`src/rtl/lbto_pkg.sv`:
```
package lbto_pkg;

  // Strobes from control to datapath
  typedef struct packed {
    logic load;   // capture the limit and zero the count
    logic count;  // advance the count by one tick
  } ctrlStrobes_t;

  localparam logic [1:0] SEL_OFF = 2'd3;

endpackage

```
`src/rtl/lbto_datapath.sv`:
```
module lbto_datapath
  import lbto_pkg::*;
#(
  parameter int LIM0 = 8,
  parameter int LIM1 = 64,
  parameter int LIM2 = 256,
  localparam int MAXLIM = (LIM0 > LIM1) ? ((LIM0 > LIM2) ? LIM0 : LIM2)
                                        : ((LIM1 > LIM2) ? LIM1 : LIM2),
  localparam int CNT_W = $clog2(MAXLIM + 1)
) (
  input  logic         clk,
  input  logic         rstN,
  input  ctrlStrobes_t strb,
  input  logic [1:0]   limitSel,
  output logic         expired
);

  logic [CNT_W-1:0] cntQ;
  logic [CNT_W-1:0] limQ;
  logic [CNT_W-1:0] limNext;

  always_comb begin
    unique case (limitSel)
      2'd0:    limNext = CNT_W'(LIM0);
      2'd1:    limNext = CNT_W'(LIM1);
      default: limNext = CNT_W'(LIM2);
    endcase
  end

  always_ff @(posedge clk) begin
    if (!rstN) begin
      cntQ <= '0;
      limQ <= CNT_W'(LIM0);
    end else if (strb.load) begin
      cntQ <= '0;
      limQ <= limNext;
    end else if (strb.count) begin
      cntQ <= cntQ + 1'b1;
    end
  end

  assign expired = (cntQ == limQ);

  AST_CNT_BOUND: assert property (@(posedge clk) disable iff (!rstN)
    cntQ <= limQ);

  AST_LOAD_ZERO: assert property (@(posedge clk) disable iff (!rstN)
    strb.load |=> !expired);

endmodule

```
`src/rtl/lbto_ctrl.sv`:
```
module lbto_ctrl
  import lbto_pkg::*;
(
  input  logic         clk,
  input  logic         rstN,
  input  logic         xferStart,
  input  logic         normAck,
  input  logic         errAck,
  input  logic         toBackplane,
  input  logic [1:0]   limitSel,
  input  logic         usTick,
  input  logic         expired,
  output ctrlStrobes_t strb,
  output logic         xferErrAck
);

  typedef enum logic {ST_IDLE, ST_RUN} state_t;

  state_t stateQ, stateNext;
  logic   errNext;
  logic   anyAck;
  logic   startTimed;

  assign anyAck     = normAck | errAck;
  assign startTimed = xferStart & ~toBackplane & (limitSel != SEL_OFF);

  always_comb begin
    stateNext  = stateQ;
    errNext    = 1'b0;
    strb.load  = 1'b0;
    strb.count = 1'b0;
    if (xferStart) begin
      strb.load = startTimed;
      stateNext = startTimed ? ST_RUN : ST_IDLE;
    end else if (stateQ == ST_RUN) begin
      if (anyAck) begin
        stateNext = ST_IDLE;
      end else if (expired) begin
        stateNext = ST_IDLE;
        errNext   = 1'b1;
      end else begin
        strb.count = usTick;
      end
    end
  end

  always_ff @(posedge clk) begin
    if (!rstN) begin
      stateQ     <= ST_IDLE;
      xferErrAck <= 1'b0;
    end else begin
      stateQ     <= stateNext;
      xferErrAck <= errNext;
    end
  end

  AST_ONE_PULSE: assert property (@(posedge clk) disable iff (!rstN)
    xferErrAck |=> !xferErrAck);

  AST_ACK_WINS: assert property (@(posedge clk) disable iff (!rstN)
    anyAck |=> !xferErrAck);

  AST_UNTIMED_START: assert property (@(posedge clk) disable iff (!rstN)
    (xferStart && (toBackplane || limitSel == SEL_OFF)) |=> (stateQ == ST_IDLE));

  AST_PULSE_FROM_RUN: assert property (@(posedge clk) disable iff (!rstN)
    $rose(xferErrAck) |-> (stateQ == ST_IDLE && $past(stateQ) == ST_RUN));

  AST_NO_TICK_NO_ERR: assert property (@(posedge clk) disable iff (!rstN)
    (stateQ == ST_RUN && !expired) |=> !xferErrAck);

endmodule

```
`src/rtl/lbTimeoutMon.sv`:
```
module lbTimeoutMon
  import lbto_pkg::*;
#(
  parameter int LIM0 = 8,
  parameter int LIM1 = 64,
  parameter int LIM2 = 256
) (
  input  logic       clk,
  input  logic       rstN,
  input  logic       xferStart,
  input  logic       normAck,
  input  logic       errAck,
  input  logic       toBackplane,
  input  logic [1:0] limitSel,
  input  logic       usTick,
  output logic       xferErrAck
);

  ctrlStrobes_t strb;
  logic         expired;

  lbto_ctrl uCtrl (
    .clk         (clk),
    .rstN        (rstN),
    .xferStart   (xferStart),
    .normAck     (normAck),
    .errAck      (errAck),
    .toBackplane (toBackplane),
    .limitSel    (limitSel),
    .usTick      (usTick),
    .expired     (expired),
    .strb        (strb),
    .xferErrAck  (xferErrAck)
  );

  lbto_datapath #(
    .LIM0 (LIM0),
    .LIM1 (LIM1),
    .LIM2 (LIM2)
  ) uDp (
    .clk      (clk),
    .rstN     (rstN),
    .strb     (strb),
    .limitSel (limitSel),
    .expired  (expired)
  );

endmodule

```
`config.mk`:
```
export PLATFORM = sky130hd
export DESIGN_NAME = lbTimeoutMon
export DESIGN_NICKNAME = d
export VERILOG_FILES = /design/src/rtl/lbto_pkg.sv /design/src/rtl/lbto_datapath.sv /design/src/rtl/lbto_ctrl.sv /design/src/rtl/lbTimeoutMon.sv
export SDC_FILE = /design/constraint.sdc
export NUM_CORES = 1
export LEC_CHECK = 0
export BUFFER_PORTS_ARGS = -buffer_cell sky130_fd_sc_hd__buf_2
export CORE_MARGIN = 3
export CORE_UTILIZATION = 45
export CTS_CLUSTER_DIAMETER = 150
export DETAILED_ROUTE_END_ITERATION = 8
export SLEW_MARGIN = 30
export SYNTH_ARGS = -nofsm -noshare
export SYNTH_HDL_FRONTEND = slang
export SYNTH_SLANG_ARGS = --single-unit
```
`constraint.sdc`:
```
create_clock -name clk -period 4.82 [get_ports clk]
set_clock_uncertainty 0.2 [all_clocks]
set_input_delay 0.241 -clock clk [delete_from_list [all_inputs] [get_ports clk]]
set_output_delay 0.241 -clock clk [all_outputs]
set_load 0.01 [all_outputs]
```
==> flow_metrics.env <==
export IMPL_gp_congestion=0.769
export IMPL_clock_path_buffers=2
export IMPL_startpoint_type="input port"
export IMPL_drv_cap=0
export IMPL_clk_pin_slew_worst_paths_ns=0.08
export IMPL_ys_seq_elements=14
export IMPL_setup_viol=0
export IMPL_grt_usage_pct=17.0
export IMPL_drive_gt1_share_pct=19.4
export IMPL_htree_levels=1
export IMPL_drtIter0Drc=7
export IMPL_slew_headroom_pct=58.6
export IMPL_synth_area_per_cell_sq_um=9.23
export IMPL_worstSkewPairLatency_ns=0.28
export IMPL_netlist_area_sq_um=738
export IMPL_cts_hold_buf=1
export IMPL_synth_edf_count=0
export IMPL_via_count=608
export IMPL_grt_overflow_total=0
export IMPL_path_cells="dlygate4sd3_1 > buf_2 > o21ai_1 > or4_1 > nand2_1"
export IMPL_antenna_found_initial=0
export IMPL_cts_tree="done"
export IMPL_critPathMaxStageDelay_ns=0.57
export IMPL_fmax_ghz=0.560
export IMPL_min_path_type="input port to flop"
export IMPL_cts_buffers=3
export IMPL_drt_first_pass_iters=4
export IMPL_post_cts_buffers=0
export IMPL_placed_cells=103
export IMPL_port_buffers=9
export IMPL_die_h_um=46.5
export IMPL_status="finished, final reports clean"
export IMPL_leakage_nw=0.320
export IMPL_die_w_um=46.5
export IMPL_area_growth_pct=14.2
export IMPL_num_antenna_cells=0
export IMPL_pin_count=10
export IMPL_grt_pass1_wl_um=2490
export IMPL_path_class="input port to flop"
export IMPL_internal_power_uw=170
export IMPL_multi_input_area_sq_um=445
export IMPL_first_global_vias=544
export IMPL_root_buffer="clkbuf_4"
export IMPL_finalWirelength_um=1500
export IMPL_wire_per_inst_um=13.9
export IMPL_core_area_sq_um=1420
export IMPL_critical_path_slowest_cell="or4_1"
export IMPL_final_cell_mix="dfxtp_1 (14), nand2_1 (10), buf_2 (9), nor2_1 (5), a21oi_1 (5)"
export IMPL_ant_nets=0
export IMPL_clkSinkCount=14
export IMPL_tns_ns=0
export IMPL_post_route_util_pct=59.6
export IMPL_clkPwrFrac_pct=38.6
export IMPL_nets=105
export IMPL_ir_worst_vdd_uv=278
export IMPL_ys_async_sr_fraction_pct=0
export IMPL_num_fill_cells=131
export IMPL_ys_dominant_reg_cell="dfxtp_1"
export IMPL_worstSetupEndpointType="flop"
export IMPL_grt_max_degree=10
export IMPL_layout_commonest_cell="dfxtp_1"
export IMPL_rows=13
export IMPL_combPwrFrac_pct=7.8
export IMPL_syn_inst=80
export IMPL_finalCritPeriodShare_pct=37.1
export IMPL_cp_data_arrival_time_ns=1.82
export IMPL_netSwitchingFraction_pct=23.0
export IMPL_post_dp_hpwl_um=1120
export IMPL_hold_ws_ns=0.0212
export IMPL_route_detailed_drc=0
export IMPL_min_period_ns=1.79
export IMPL_yosys_warnings=0
export IMPL_vias_per_cell=5.63
export IMPL_worst_slew_pin_slew_ns=0.617
export IMPL_final_cells=108
export IMPL_powerDensity_nw_per_um2=262
export IMPL_start_util_pct=52.2
export IMPL_hold_violations=0
export IMPL_die_area_sq_um=2160
export IMPL_critPathMaxFanout=7
export IMPL_regArea_sq_um=280
export IMPL_drv_slew=0
export IMPL_ys_types=33
export IMPL_p_switching_uw=50.9
export IMPL_seq_area_frac_synth_pct=38.0
export IMPL_syn_nets=91
export IMPL_cp_required_ns=4.85
export IMPL_cts_resized=0
export IMPL_seqPwrFrac_pct=53.5
export IMPL_rsz0062_at_grt="false"
-- path summary, 6_finish.rpt --
path	startpoint	endpoint	slack [ns]	depth (start not counted)
worst max-delay path	rstN	uDp.cntQ[5]	3.03	5
worst min-delay path	limitSel[1]	uDp.limQ[3]	0.02	2
worst max register to register	uDp.cntQ[3]	uDp.cntQ[0]	3.06	4
worst min register to register	uDp.cntQ[1]	uDp.cntQ[1]	0.30	2
-- cell usage after synthesis, drive strengths merged (3+ instances only) --
cell type / instances / area share [%]
a21oi: 5 / 3.4
and2: 3 / 2.5
dfxtp: 14 / 38
nand2: 10 / 5.1
nand3: 3 / 2.7
nand4: 3 / 2.5
nor2: 6 / 3.4
o21ai: 4 / 2.7
xor2: 4 / 4.7
-- final cells by class --
cell class | count | area share, %
inverters | 2 | 0.890
clock buffers | 4 | 4.30
well taps | 15 | 2.23
flip-flops and latches | 14 | 33.2
repair buffers | 10 | 6.53
multi-input cells | 63 | 52.8
-- registers in the layout (all words and copies together) (netlist names) --
register / cells
uDp.cntQ: 9
uDp.limQ: 3
uCtrl.xferErrAck: 1
uCtrl.stateQ: 1
-- cells by family after synthesis --
| family | share of synthesized area [%] |
|---|---|
| buffers and inverters | 1.69 |
| flip-flops | 38.0 |
| AND/OR/NAND/NOR | 32.5 |
| AO/OA/AOI/OAI | 14.6 |
| adder cells (fa/ha/maj) | 3.39 |
| XOR/XNOR | 7.12 |
| multiplexers | 2.71 |
-- worst max-delay path: cells and delay by family --
kind / cells / cell delay, ns
buffers and inverters: 2 / 0.68
AND/OR/NAND/NOR: 2 / 0.65
AO/OA/AOI/OAI: 1 / 0.24
-- through the flow --
stage | total power, mW | area (sq um) | worst slack [ns]
6_report | 0.221 | 843 | 3.03
5_1_grt | 0.235 | 843 | 2.91
4_1_cts | 0.224 | 843 | 3.06
3_5_place_dp | 0.138 | 797 | 2.99
3_3_place_gp | 0.137 | 797 | 3.01
2_1_floorplan | 0.129 | 738 | 3.21
-- power by group through the flow --
| stage | sequential [mW] | combinational [mW] | clock [mW] |
|---|---|---|---|
| after floorplan | 0.121 | 0.00860 | 0 |
| after global placement | 0.121 | 0.0161 | 0 |
| after detailed placement | 0.121 | 0.0165 | 0 |
| after CTS | 0.118 | 0.0172 | 0.0888 |
| after global routing | 0.119 | 0.0192 | 0.0966 |
| final | 0.118 | 0.0173 | 0.0855 |
-- metal layers --
metal / up-vias / GRT usage [%] / part of all wire, %
met5: - / 0 / 0
met4: 0 / 3.41 / 0.47
met3: 2 / 7.03 / 5.1
met2: 11 / 23.4 / 41
met1: 274 / 24.4 / 53
li1: 321 / - / -
Power figures use the tool's default switching activity.
